==> src/rtl/plcp_stuff_pkg.sv <==
package plcp_stuff_pkg;

    localparam logic [3:0] TRL_SHORT = 4'd13;
    localparam logic [3:0] TRL_LONG  = 4'd14;

    typedef enum logic [1:0] {
        ST_IDLE  = 2'd0,
        ST_BODY  = 2'd1,
        ST_TRAIL = 2'd2
    } seq_state_t;

    function automatic logic [1:0] next_phase(input logic [1:0] ph);
        return (ph == 2'd2) ? 2'd0 : ph + 2'd1;
    endfunction

    // Trailer length for a frame, decided at its first trailer nibble.
    function automatic logic [3:0] pick_len(
        input logic [1:0] ph,
        input logic       ref_mode,
        input logic       clr,
        input logic       stuff,
        input logic       edge_seen
    );
        if (ph == 2'd0) return TRL_SHORT;
        if (ph == 2'd1) return TRL_LONG;
        if (clr)        return TRL_SHORT;
        if (ref_mode)   return edge_seen ? TRL_SHORT : TRL_LONG;
        return stuff ? TRL_LONG : TRL_SHORT;
    endfunction

endpackage

==> src/rtl/plcp_sync.sv <==
module plcp_sync #(
    parameter int WIDTH  = 2,
    parameter int STAGES = 2
) (
    input  logic             clk,
    input  logic             rst,
    input  logic [WIDTH-1:0] d,
    output logic [WIDTH-1:0] q
);
    logic [WIDTH-1:0] stg [STAGES];

    always_ff @(posedge clk) begin
        if (rst) stg[0] <= '0;
        else     stg[0] <= d;
    end

    for (genvar i = 1; i < STAGES; i++) begin : g_stage
        always_ff @(posedge clk) begin
            if (rst) stg[i] <= '0;
            else     stg[i] <= stg[i-1];
        end
    end

    assign q = stg[STAGES-1];
endmodule

==> src/rtl/plcp_rise_det.sv <==
module plcp_rise_det (
    input  logic clk,
    input  logic rst,
    input  logic sig,
    output logic rise
);
    logic sig_d;

    always_ff @(posedge clk) begin
        if (rst) sig_d <= 1'b0;
        else     sig_d <= sig;
    end

    assign rise = sig & ~sig_d;
endmodule

==> src/rtl/plcp_frame_seq.sv <==
module plcp_frame_seq
    import plcp_stuff_pkg::*;
#(
    parameter int BODY_NIB = 1360,
    parameter int CNT_W    = 11
) (
    input  logic       clk,
    input  logic       rst,
    input  logic       ref_mode,
    input  logic       clear_mode,
    input  logic       ref_edge,
    input  logic       stuff_s,
    output logic       frame_start,
    output logic       trailer_nib,
    output logic [3:0] trailer_len,
    output logic [1:0] phase
);
    localparam logic [CNT_W-1:0] BODY_LAST = CNT_W'(BODY_NIB - 1);

    seq_state_t       st;
    logic [CNT_W-1:0] cnt;
    logic             pend;
    logic             started;
    logic             go;
    logic             last_body;
    logic             last_trl;
    logic             consume;
    logic             edge_seen;

    assign go        = ref_mode ? (ref_edge | pend) : 1'b1;
    assign last_body = (st == ST_BODY) && (cnt == BODY_LAST);
    assign last_trl  = (st == ST_TRAIL) && (cnt == CNT_W'(trailer_len - 4'd1));
    assign consume   = go && ((st == ST_IDLE) || last_trl);
    assign edge_seen = pend | ref_edge;

    always_ff @(posedge clk) begin
        if (rst) begin
            st          <= ST_IDLE;
            cnt         <= '0;
            pend        <= 1'b0;
            started     <= 1'b0;
            phase       <= 2'd0;
            trailer_len <= TRL_SHORT;
        end else begin
            if (consume)       pend <= 1'b0;
            else if (ref_edge) pend <= 1'b1;

            case (st)
                ST_IDLE: begin
                    if (go) begin
                        st      <= ST_BODY;
                        cnt     <= '0;
                        started <= 1'b1;
                        if (started) phase <= next_phase(phase);
                    end
                end
                ST_BODY: begin
                    if (last_body) begin
                        st          <= ST_TRAIL;
                        cnt         <= '0;
                        trailer_len <= pick_len(phase, ref_mode, clear_mode,
                                                stuff_s, edge_seen);
                    end else begin
                        cnt <= cnt + 1'b1;
                    end
                end
                ST_TRAIL: begin
                    if (last_trl) begin
                        cnt <= '0;
                        if (go) begin
                            st    <= ST_BODY;
                            phase <= next_phase(phase);
                        end else begin
                            st <= ST_IDLE;
                        end
                    end else begin
                        cnt <= cnt + 1'b1;
                    end
                end
                default: st <= ST_IDLE;
            endcase
        end
    end

    assign frame_start = (st == ST_BODY) && (cnt == '0);
    assign trailer_nib = (st == ST_TRAIL);
endmodule

==> src/rtl/plcp_stuff_seq.sv <==
module plcp_stuff_seq #(
    parameter int BODY_NIB    = 1360,
    parameter int SYNC_STAGES = 2
) (
    input  logic       clk,
    input  logic       rst,
    input  logic       ref_8k_in,
    input  logic       stuff_in,
    input  logic [1:0] tref_sel,
    input  logic       clear_mode,
    output logic       frame_start,
    output logic [3:0] trailer_len,
    output logic       trailer_nib,
    output logic [1:0] cycle_phase
);
    localparam int CNT_W = ($clog2(BODY_NIB) > 4) ? $clog2(BODY_NIB) : 4;

    logic [1:0] async_in;
    logic [1:0] sync_out;
    logic       ref_edge;
    logic       ref_mode;

    // Asynchronous inputs are held inactive in clear-channel mode.
    assign async_in = {stuff_in & ~clear_mode, ref_8k_in & ~clear_mode};
    assign ref_mode = (tref_sel == 2'b01) && !clear_mode;

    plcp_sync #(.WIDTH(2), .STAGES(SYNC_STAGES)) u_sync (
        .clk (clk),
        .rst (rst),
        .d   (async_in),
        .q   (sync_out)
    );

    plcp_rise_det u_edge (
        .clk  (clk),
        .rst  (rst),
        .sig  (sync_out[0]),
        .rise (ref_edge)
    );

    plcp_frame_seq #(.BODY_NIB(BODY_NIB), .CNT_W(CNT_W)) u_seq (
        .clk         (clk),
        .rst         (rst),
        .ref_mode    (ref_mode),
        .clear_mode  (clear_mode),
        .ref_edge    (ref_edge),
        .stuff_s     (sync_out[1]),
        .frame_start (frame_start),
        .trailer_nib (trailer_nib),
        .trailer_len (trailer_len),
        .phase       (cycle_phase)
    );
endmodule

==> config.mk <==
export PLATFORM = sky130hd
export DESIGN_NAME = plcp_stuff_seq
export DESIGN_NICKNAME = d
export VERILOG_FILES = /design/src/rtl/plcp_stuff_pkg.sv /design/src/rtl/plcp_sync.sv /design/src/rtl/plcp_rise_det.sv /design/src/rtl/plcp_frame_seq.sv /design/src/rtl/plcp_stuff_seq.sv
export SDC_FILE = /design/constraint.sdc
export NUM_CORES = 1
export LEC_CHECK = 0
export BUFFER_PORTS_ARGS = -buffer_cell sky130_fd_sc_hd__buf_2
export CAP_MARGIN = 5
export CORE_UTILIZATION = 45
export CTS_BUF_LIST = sky130_fd_sc_hd__clkbuf_8
export DETAILED_ROUTE_END_ITERATION = 7
export PLACE_DENSITY = 0.61
export SLEW_MARGIN = 40
export SYNTH_ARGS = -nofsm -noshare
export SYNTH_HDL_FRONTEND = slang
export SYNTH_SLANG_ARGS = --single-unit
==> constraint.sdc <==
create_clock -name clk -period 3.6 [get_ports clk]
set_clock_uncertainty 0.05 [all_clocks]
set_input_delay 0.54 -clock clk [delete_from_list [all_inputs] [get_ports clk]]
set_output_delay 0.54 -clock clk [all_outputs]
set_load 0.05 [all_outputs]
==> results.md, run 1 <==
* Via total after detailed routing at 1,238
* Met2 layer usage reported by global route at 0.301
* CTS H-tree lvls at 1
* Maximum count of clock buffers along a single path at 2
* CTS root buf: sky130_fd_sc_hd__clkbuf_8
* Layout-stage area growth over the synthesis result at 8.59%
* First-pass DRT Iterations at 4
* Routed via count divided by cell count at 5.87
* Final Slew Violations at 0
* Warnings from Yosys at 0
* Footprint of the multi-input gates at 805 um2
* Post-route clock period utilization at 0.790
* Buffers added on ports at 12
* Share of cells above drive strength 1 at 0.128
* Arrival time worst endpoint at 2.92 ns
* Final worst path period need at 2.84 ns
* Number of buffers added for setup after CTS at 0
* Net count, final at 196
* Number of antenna violations at the first check in global routing at 0
* Height of the chip at 57.5 um
* Class of the most critical hold timing path: flip-flop to flip-flop
* Effective utilization at floorplan at 0.489
* Antenna Diode Count at 0
* Met3 Track Usage GR at 0.0476
* Required @ worst endpoint at 3.68 ns
* Fin. Hold Viols at 0
* CTS tree: done
* Total Routing Usage GR at 0.196
* Actual transition at the worst max-transition pin at 0.672 ns
* Peak supply drop at 282 uV
* Met1 Usage GRT at 0.282
* Wire length per cell at 14.3 um
* Count of boundary I/O pins at 15
* Starting DRC count in detailed routing at 58
* RSZ-0062 raised after global routing: no
* Result of the run: finished clean
* Gpl congestion at 0.851
* Hold path startpoint: u_sync.stg[0][0]
* Number of synthesized flops with an enable pin at 0
* Reg-to-Reg Start: u_seq.cnt[5]
* X dimension of the die at 57.5 um
* Count of maximum capacitance violations at 0
* Setup_tns at 0 ns
* Cell Count, Final, Fillers Out at 211
* Leak Pwr at 0.557 nW
* Global-route wire length before repair at 5110 um
* Clock sink count at 24
* Total setup violations reported at the end of the flow at 0
* Fraction of the yosys area taken by sequential cells at 0.347
* Kind of end point of the critical path: flip-flop
* Overall die area at 3300 um2
* Mean Syn Cell Area at 8.05 um2
* Distinct cell type count after synthesis at 37
* Combined area of all synthesized cells at 1380 um2
* Timing startpoint of the critical path: u_seq.cnt[5]
* Worst hold path depth at 1
* Worst relative slew slack at 0.550
* DPL Wire Length at 2170 um
* Post-cts sizing count at 0
* Pin count of the biggest net entering global routing at 19
* Asr flop ratio synth at 0
* Worst-case reg-to-reg path depth at 5
* Clock transition at the registers of the reported paths at 0.09 ns
* Register area at 480 um2
* Number of standard cells after synthesis at 172
* Site row count at 19
* Critical Path Start Type: flip-flop
* Number of cells after detailed placement at 207
* Post-detailed-routing wire length at 3010 um
* Placeable core region at 2830 um2
* Pwr per Cell Area at 545 nW/um2
* Remaining antenna violation count after routing at 0
* WS Path Type: flip-flop to flip-flop
* Later-pin clock latency in the skew report at 0.26 ns
* Top achievable clock speed at 352 MHz
* Number of flip-flops and latches in the synthesized netlist at 24
* DRC at 0
* Crit path max fanout at 8
* Clock buffer count from CTS at 3
* Main synth FF type: sky130_fd_sc_hd__dfxtp_1
* Via count of the first global-routing pass at 1,110
* Filler Cells Inserted at 266
* Total overflow reported by the global router at 0
* Cts-stage hold buffer count at 0
* Global-route layer with the greatest usage: met2
-- critical path, cell delays in order (launching register included) --
cell,delay (ns)
sky130_fd_sc_hd__dfxtp_1,0.37
sky130_fd_sc_hd__or4_4,0.53
sky130_fd_sc_hd__or4_4,0.44
sky130_fd_sc_hd__o41a_1,0.54
sky130_fd_sc_hd__o211ai_1,0.59
sky130_fd_sc_hd__o211ai_1,0.19
-- cell usage after synthesis, drive strengths merged, types with 4 or more instances --
library cell / number / area, um2
nand2: 26 / 97.6
dfxtp: 24 / 480
inv: 13 / 48.8
o211ai: 11 / 82.6
nor2: 9 / 33.8
clkbuf: 8 / 30.0
ha: 8 / 100
o2111ai: 8 / 70.1
a21oi: 7 / 35.0
nor3: 7 / 35.0
nor2b: 6 / 37.5
o21ai: 5 / 25.0
or4: 4 / 37.5
-- area by class of cell --
type,instances,share of cell area
Multi-Input combinational cell,125,0.535
Sequential cell,24,0.320
Timing Repair Buffer,14,0.0500
Clock buffer,4,0.0366
Inverter,13,0.0325
Tap cell,31,0.0258
-- cells in the final DEF (no fill, tap or decap), types with 3 or more instances in the layout --
| cell | count |
|---|---|
| sky130_fd_sc_hd__nand3_1 | 3 |
| sky130_fd_sc_hd__nor3_1 | 7 |
| sky130_fd_sc_hd__a211oi_1 | 3 |
| sky130_fd_sc_hd__nor2_1 | 9 |
| sky130_fd_sc_hd__a21oi_1 | 7 |
| sky130_fd_sc_hd__o2111ai_1 | 8 |
| sky130_fd_sc_hd__nand2_1 | 26 |
| sky130_fd_sc_hd__inv_1 | 13 |
| sky130_fd_sc_hd__nor4_1 | 3 |
| sky130_fd_sc_hd__and2_1 | 3 |
| sky130_fd_sc_hd__dfxtp_1 | 24 |
| sky130_fd_sc_hd__o21ai_0 | 5 |
| sky130_fd_sc_hd__o211ai_1 | 11 |
| sky130_fd_sc_hd__buf_2 | 12 |
| sky130_fd_sc_hd__clkbuf_8 | 4 |
| sky130_fd_sc_hd__nor2b_1 | 5 |
| sky130_fd_sc_hd__ha_1 | 8 |
-- registers in the layout (all words and copies together) (netlist names) --
name,count
u_seq.st,2
u_seq.pend,1
u_seq.phase,2
u_seq.started,1
u_seq.trailer_len,2
u_seq.cnt,11
u_sync.stg,4
u_edge.sig_d,1
-- metrics by stage --
step                      total power [mW]  worst slack (ns)  utilization  hold WS [ns]  area, um2
after floorplan                      0.568             0.217            -         0.364       1390
after global placement               0.638             0.855        0.511         0.365       1450
after detailed placement             0.640             0.804        0.512         0.372       1450
after CTS                            0.826             0.789        0.531         0.393       1500
after global routing                 0.870             0.645        0.531         0.414       1500
final                                0.820             0.758        0.531         0.389       1500
-- final timing paths --
| check | endpoint | slack (ns) |
|---|---|---|
| setup / recovery | u_seq.cnt[9] | 0.76 |
| setup reg to reg | u_seq.cnt[9] | 0.76 |
| hold / removal | u_sync.stg[1][0] | 0.39 |
| hold reg to reg | u_sync.stg[1][0] | 0.39 |
-- cell families after synthesis --
family                   after synthesis  share of synthesized area
AND/OR/NAND/NOR                       68                      0.250
AO/OA/AOI/OAI                         43                      0.226
flip-flops                            24                      0.347
buffers and inverters                 24                     0.0759
adder cells (fa/ha/maj)                8                     0.0723
XOR/XNOR                               3                     0.0190
other                                  1                    0.00271
multiplexers                           1                    0.00723
-- layer usage --
layer | wire (um) | share of wire
met5 | 0 | 0
met4 | 31 | 0.010
met3 | 134 | 0.045
met2 | 1330 | 0.44
met1 | 1510 | 0.50
-- power breakdown --
group,internal (mW),switching (mW)
clock network,0.0977,0.0877
registers,0.289,0.0253
logic,0.0956,0.224
Power figures use the tool's default switching activity.
==> inputs of run 2 (changes only) <==
- PLACE_DENSITY: 0.61 -> 0.63
- clock period: 3.6 -> 2.4 ns (I/O delays scaled with it)
==> results.md, run 2 (synthesis gave the netlist of run 1 again) <==
* Result of the run: finished with violations (was finished clean)
* Violations in the final reports: negative setup slack
* Total Routing Usage GR at 0.222 (was 0.196)
* Post-detailed-routing wire length at 3480 um (was 3010 um)
* Routed via count divided by cell count at 5.92 (was 5.87)
* Total setup violations reported at the end of the flow at 3 (was 0)
* Layout Cell Area excl Fill at 1630 um2 (was 1500 um2)
* Regs by FF count: u_seq.cnt: 11 flops, u_sync.stg: 4 flops (unchanged)
* Hold path startpoint: clear_mode (was u_sync.stg[0][0])
* Via total after detailed routing at 1,309 (was 1,238)
* Count of maximum capacitance violations at 0 (unchanged)
* Number of antenna violations at the first check in global routing at 0 (unchanged)
* Height of the chip at 57.5 um (unchanged)
* Post-route clock period utilization at 1.04
* DPL Wire Length at 2330 um (was 2170 um)
* Leak Pwr at 0.611 nW (was 0.557 nW)
* Total Power Consumption at 1.30 mW (was 0.820 mW)
* Clock transition at the registers of the reported paths at 0.09 ns (about the same)
* Wire length per cell at 15.8 um (was 14.3 um)
* Placeable core region at 2830 um2 (unchanged)
* Placement-stage worst setup slack at -0.0221 ns (was 0.804 ns)
* Arrival time worst endpoint at 2.08 ns (was 2.92 ns)
* Reg-to-Reg Start: u_seq.cnt[4] (was u_seq.cnt[5])
* Global-route wire length before repair at 5690 um (was 5110 um)
* Overall die area at 3300 um2 (unchanged)
* Final Slew Violations at 0 (unchanged)
* Count of boundary I/O pins at 15 (unchanged)
* Final worst path period need at 2.49 ns
* Largest reg by FF count: u_seq.cnt (unchanged)
* Cts-stage hold buffer count at 0 (unchanged)
* Timing startpoint of the critical path: u_seq.cnt[4] (was u_seq.cnt[5])
* Clock buffer count from CTS at 3 (unchanged)
* Most frequent standard cell in the layout excluding fill and tap cells: sky130_fd_sc_hd__nand2_1 (unchanged)
* WS Path Type: flip-flop to output pin (was flip-flop to flip-flop)
* Peak supply drop at 714 uV (was 282 uV)
* Setup_tns at -0.172 ns (was 0 ns)
* RSZ-0062 raised after global routing: yes (was no)
* Pwr per Cell Area at 794 nW/um2 (was 545 nW/um2)
* Remaining antenna violation count after routing at 0 (unchanged)
* Layout-stage area growth over the synthesis result at 18.1% (was 8.59%)
* Total overflow reported by the global router at 0 (unchanged)
* Gpl congestion at 0.864 (was 0.851)
* Actual transition at the worst max-transition pin at 0.580 ns (was 0.672 ns)
* Share of cells above drive strength 1 at 0.211 (was 0.128)
* Antenna Diode Count at 0 (unchanged)
* Via count of the first global-routing pass at 1,194 (was 1,110)
* DRC at 0 (unchanged)
* Starting DRC count in detailed routing at 72 (was 58)
* Buffers added on ports at 12 (unchanged)
* Number of flip-flops in the largest register at 11 (unchanged)
* Placed Instance Area at 1520 um2 (was 1450 um2)
* Critical Path Start Type: flip-flop (unchanged)
* Final Worst Setup Slack at -0.0878 ns (was 0.758 ns)
* Leading cell types in the layout, fill and taps excluded: sky130_fd_sc_hd__nand2_1 (26), sky130_fd_sc_hd__dfxtp_1 (20), sky130_fd_sc_hd__inv_1 (13) (was sky130_fd_sc_hd__nand2_1 (26), sky130_fd_sc_hd__dfxtp_1 (24), sky130_fd_sc_hd__inv_1 (13))
* First-pass DRT Iterations at 4 (unchanged)
* Site row count at 19 (unchanged)
* Later-pin clock latency in the skew report at 0.27 ns (was 0.26 ns)
* Kind of end point of the critical path: output pin (was flip-flop)
* CTS tree: done (unchanged)
* Class of the most critical hold timing path: input port to flip-flop (was flip-flop to flip-flop)
* CTS H-tree lvls at 1 (unchanged)
* Maximum count of clock buffers along a single path at 2 (unchanged)
* X dimension of the die at 57.5 um (unchanged)
* Top achievable clock speed at 402 MHz
* CTS root buf: sky130_fd_sc_hd__clkbuf_8 (unchanged)
* Required @ worst endpoint at 1.99 ns (was 3.68 ns)
* Worst relative slew slack at 0.612 (was 0.550)
* Pin count of the biggest net entering global routing at 19 (unchanged)
* Net count, final at 207 (was 196)
* Effective utilization at floorplan at 0.489 (unchanged)
* Clock sink count at 24 (unchanged)
* Fin. Hold Viols at 0 (unchanged)
* Crit path max fanout at 3 (was 8)
run 2: path summary, 6_finish.rpt:
check,endpoint,slack (ns),cells past startpoint
worst min-delay path,u_sync.stg[0][0],0.24,2
worst max-delay path,frame_start,-0.09,5
worst min register to register,u_sync.stg[1][0],0.40,1
worst max register to register,u_seq.phase[0],-0.07,5
run 2: area by class of cell:
class	instances	area (um2)
Multi-Input combinational cell	126	852
Sequential cell	24	485
Fill cell	265	1190
Inverter	13	48.8
Tap cell	31	38.8
Clock buffer	3	41.3
Timing Repair Buffer	24	168
run 2: per-layer routing:
layer,routed length (um),GRT usage,part of all wire,vias to the layer above
met5,0,0,0,-
met1,1720,0.326,0.49,617
met4,25,0.0418,0.0072,0
met3,156,0.0408,0.045,5
met2,1580,0.341,0.45,29
li1,-,-,-,658
run 2: timing repair:
item	CTS	global route
pin swaps	1	2
gates resized for setup	3	7
endpoints found under the setup margin	7	16
setup buffers	1	1
cloned	0	2
run 2: worst max-delay path: stages (launching register included):
cell and delay (ns):
sky130_fd_sc_hd__dfxtp_2 0.33, sky130_fd_sc_hd__or4_4 0.53, sky130_fd_sc_hd__or4_4 0.45, sky130_fd_sc_hd__buf_6 0.14
sky130_fd_sc_hd__nor4_4 0.16, sky130_fd_sc_hd__buf_6 0.20
run 2: stage by stage:
step | hold WS (ns) | cells | util
after global placement | 0.367 | 214 | 0.536
after floorplan | 0.364 | 173 | -
after global routing | 0.249 | 221 | 0.578
final | 0.235 | 221 | 0.578
after CTS | 0.240 | 218 | 0.557
after detailed placement | 0.384 | 214 | 0.536
run 2: where the power goes:
part / switching, mW / internal [mW]
Combinational: 0.381 / 0.196
Sequential: 0.0390 / 0.433
Clock: 0.137 / 0.113
Total: 0.556 / 0.742
==> inputs of run 3 (changes only) <==
- CORE_UTILIZATION: 45 -> 42
- PLACE_DENSITY: 0.63 -> 0.6
==> results.md, run 3 (synthesis gave the netlist of run 1 again) <==
* Routed via count divided by cell count at 5.54 (was 5.92)
* Pwr per Cell Area at 843 nW/um2 (was 794 nW/um2)
* Total Routing Usage GR at 0.202 (was 0.222)
* Worst-case reg-to-reg path depth at 5 (unchanged)
* Buffers added on ports at 12 (unchanged)
* Antenna Diode Count at 0 (unchanged)
* Wire length per cell at 14.1 um (was 15.8 um)
* Leak Pwr at 0.632 nW (was 0.611 nW)
* CTS root buf: sky130_fd_sc_hd__clkbuf_8 (unchanged)
* Met2 layer usage reported by global route at 0.318 (was 0.341)
* CTS H-tree lvls at 1 (unchanged)
* Layout-stage area growth over the synthesis result at 23.3% (was 18.1%)
* Crit path max fanout at 8 (was 3)
* Overall die area at 3530 um2 (was 3300 um2)
* Number of flip-flops in the largest register at 11 (unchanged)
* Register area at 485 um2 (unchanged)
* Later-pin clock latency in the skew report at 0.27 ns (about the same)
* Effective utilization at floorplan at 0.450 (was 0.489)
* Kind of end point of the critical path: flip-flop (was output pin)
* Via count of the first global-routing pass at 1,130 (was 1,194)
* Net count, final at 207 (unchanged)
* Largest reg by FF count: u_seq.cnt (unchanged)
* Number of antenna violations at the first check in global routing at 0 (unchanged)
* DRC at 0 (unchanged)
* Violations in the final reports: negative setup slack (unchanged)
* Starting DRC count in detailed routing at 45 (was 72)
* Crit Reg-Reg Endpoint: u_seq.phase[0] (unchanged)
* Total Power Consumption at 1.44 mW (was 1.30 mW)
* Cts-stage hold buffer count at 0 (unchanged)
* Global-route layer with the greatest usage: met2 (unchanged)
* DPL Wire Length at 2350 um (was 2330 um)
* Share of cells above drive strength 1 at 0.230 (was 0.211)
* Footprint of the multi-input gates at 875 um2 (was 852 um2)
* Met3 Track Usage GR at 0.0262 (was 0.0408)
* Post-detailed-routing wire length at 3320 um (was 3480 um)
* Via total after detailed routing at 1,303 (was 1,309)
* Final Worst Setup Slack at -0.0950 ns (was -0.0878 ns)
* Most frequent standard cell in the layout excluding fill and tap cells: sky130_fd_sc_hd__nand2_1 (unchanged)
* Final Slew Violations at 0 (unchanged)
* Clock transition at the registers of the reported paths at 0.09 ns (about the same)
* Site row count at 20 (was 19)
* Worst relative slew slack at 0.566 (was 0.612)
* Clock buffer count from CTS at 3 (unchanged)
* Height of the chip at 59.4 um (was 57.5 um)
* Regs by FF count: u_seq.cnt: 11 flops, u_sync.stg: 4 flops (unchanged)
* Top achievable clock speed at 401 MHz (was 402 MHz)
* X dimension of the die at 59.4 um (was 57.5 um)
* Met1 Usage GRT at 0.285 (was 0.326)
* Count of maximum capacitance violations at 0 (unchanged)
* Total overflow reported by the global router at 0 (unchanged)
* Timing startpoint of the critical path: u_seq.cnt[4] (unchanged)
* Actual transition at the worst max-transition pin at 0.648 ns (was 0.580 ns)
* Largest stage delay on the critical path at 0.52 ns (was 0.53 ns)
* Fin. Hold Viols at 0 (unchanged)
* WS Path Type: flip-flop to flip-flop (was flip-flop to output pin)
* Count of boundary I/O pins at 15 (unchanged)
* Placeable core region at 3080 um2 (was 2830 um2)
* Critical Path End: u_seq.phase[0] (was frame_start)
* Pin count of the biggest net entering global routing at 19 (unchanged)
* Result of the run: finished with violations (unchanged)
* RSZ-0062 raised after global routing: yes (unchanged)
* Crit path max-delay cell type: sky130_fd_sc_hd__or4_4 (unchanged)
* Peak supply drop at 458 uV (was 714 uV)
* Clock sink count at 24 (unchanged)
* Critical path's most frequent cell: sky130_fd_sc_hd__or4_4
* Remaining antenna violation count after routing at 0 (unchanged)
* Critical Path Start Type: flip-flop (unchanged)
* Cell-by-cell trace of the critical path: or4_4 -> or4_4 -> o41a_1 -> or4_1 -> a21oi_1 (was or4_4 -> or4_4 -> buf_6 -> nor4_4 -> buf_6)
* Global-route wire length before repair at 5350 um (was 5690 um)
* Total setup violations reported at the end of the flow at 7 (was 3)
* Maximum count of clock buffers along a single path at 2 (unchanged)
* First-pass DRT Iterations at 4 (unchanged)
* Leading cell types in the layout, fill and taps excluded: sky130_fd_sc_hd__nand2_1 (26), sky130_fd_sc_hd__dfxtp_1 (20), sky130_fd_sc_hd__inv_1 (13) (unchanged)
* R2R setup slack at -0.09 ns (was -0.07 ns)
* CTS tree: done (unchanged)
* Worst Hold Margin at 0.247 ns (was 0.235 ns)
* Arrival time worst endpoint at 2.66 ns (was 2.08 ns)
* Filler Cells Inserted at 294 (was 265)
* Required @ worst endpoint at 2.56 ns (was 1.99 ns)
* Gpl congestion at 0.778 (was 0.864)
* Post-route clock period utilization at 1.04 (about the same)
* Final worst path period need at 2.49 ns (about the same)
* Reg-to-Reg Start: u_seq.cnt[4] (unchanged)
* Class of the most critical hold timing path: input port to flip-flop (unchanged)
## run 3: changes by cell type in the layout (fill, tap and decap cells not counted), sizes merged
| cell | delta |
|---|---|
| buf | +1 |
| o41a | -1 |
| bufinv | +1 |
## run 3: how the worst min path moves through the flow
| stage | startpoint | cells after the start | end | slack, ns |
|---|---|---|---|---|
| floorplan | u_sync.stg[0][0] | 1 | u_sync.stg[1][0] | 0.36 |
| global placement | u_sync.stg[0][0] | 1 | u_sync.stg[1][0] | 0.37 |
| detailed placement | u_sync.stg[0][1] | 1 | u_sync.stg[1][1] | 0.38 |
| CTS | clear_mode | 2 | u_sync.stg[0][0] | 0.24 |
| global route | clear_mode | 2 | u_sync.stg[0][0] | 0.26 |
| finish | clear_mode | 2 | u_sync.stg[0][0] | 0.25 |
## run 3: what timing repair did
item / 4_1_cts / 5_1_grt
pin swaps: 1 / 8
setup endpoints to repair: 5 / 16
resized for setup: 3 / 10
buffers inserted: 0 / 2
## run 3: worst max-delay path: cells and delay by family, from the launching register on
family	cells	cell delay, ns
AND/OR/NAND/NOR	3	1.46
AO/OA/AOI/OAI	2	0.59
flip-flops	1	0.33
## run 3: layout make-up
| type | count | share of cell area |
|---|---|---|
| clock buffers | 3 | 0.0242 |
| clock inverters | 1 | 0.0176 |
| inverters | 13 | 0.0286 |
| multi-input cells | 125 | 0.512 |
| flip-flops and latches | 24 | 0.284 |
| well taps | 44 | 0.0323 |
| repair buffers | 25 | 0.100 |
## run 3: routing by layer
| metal | share of wire | routed length [um] |
|---|---|---|
| met5 | 0 | 0 |
| met4 | 0.014 | 45 |
| met3 | 0.028 | 93 |
| met2 | 0.46 | 1530 |
| met1 | 0.50 | 1650 |
## run 3: stage by stage
step | util | setup WS (ns) | TNS, ns | cell area (um2) | std cells
after global routing | 0.554 | -0.146 | -1.10 | 1710 | 235
final | 0.554 | -0.0950 | -0.285 | 1710 | 235
after detailed placement | 0.503 | -0.0225 | -0.0326 | 1550 | 229
after global placement | 0.503 | -0.0101 | -0.0101 | 1550 | 229
after CTS | 0.529 | -0.0755 | -0.167 | 1630 | 233
after floorplan | - | -0.0354 | -0.0759 | 1410 | 173
## run 3: power breakdown
group          internal [mW]  switching (mW)
clock network          0.223           0.138
registers              0.433          0.0355
logic                  0.210           0.399
total                  0.867           0.572
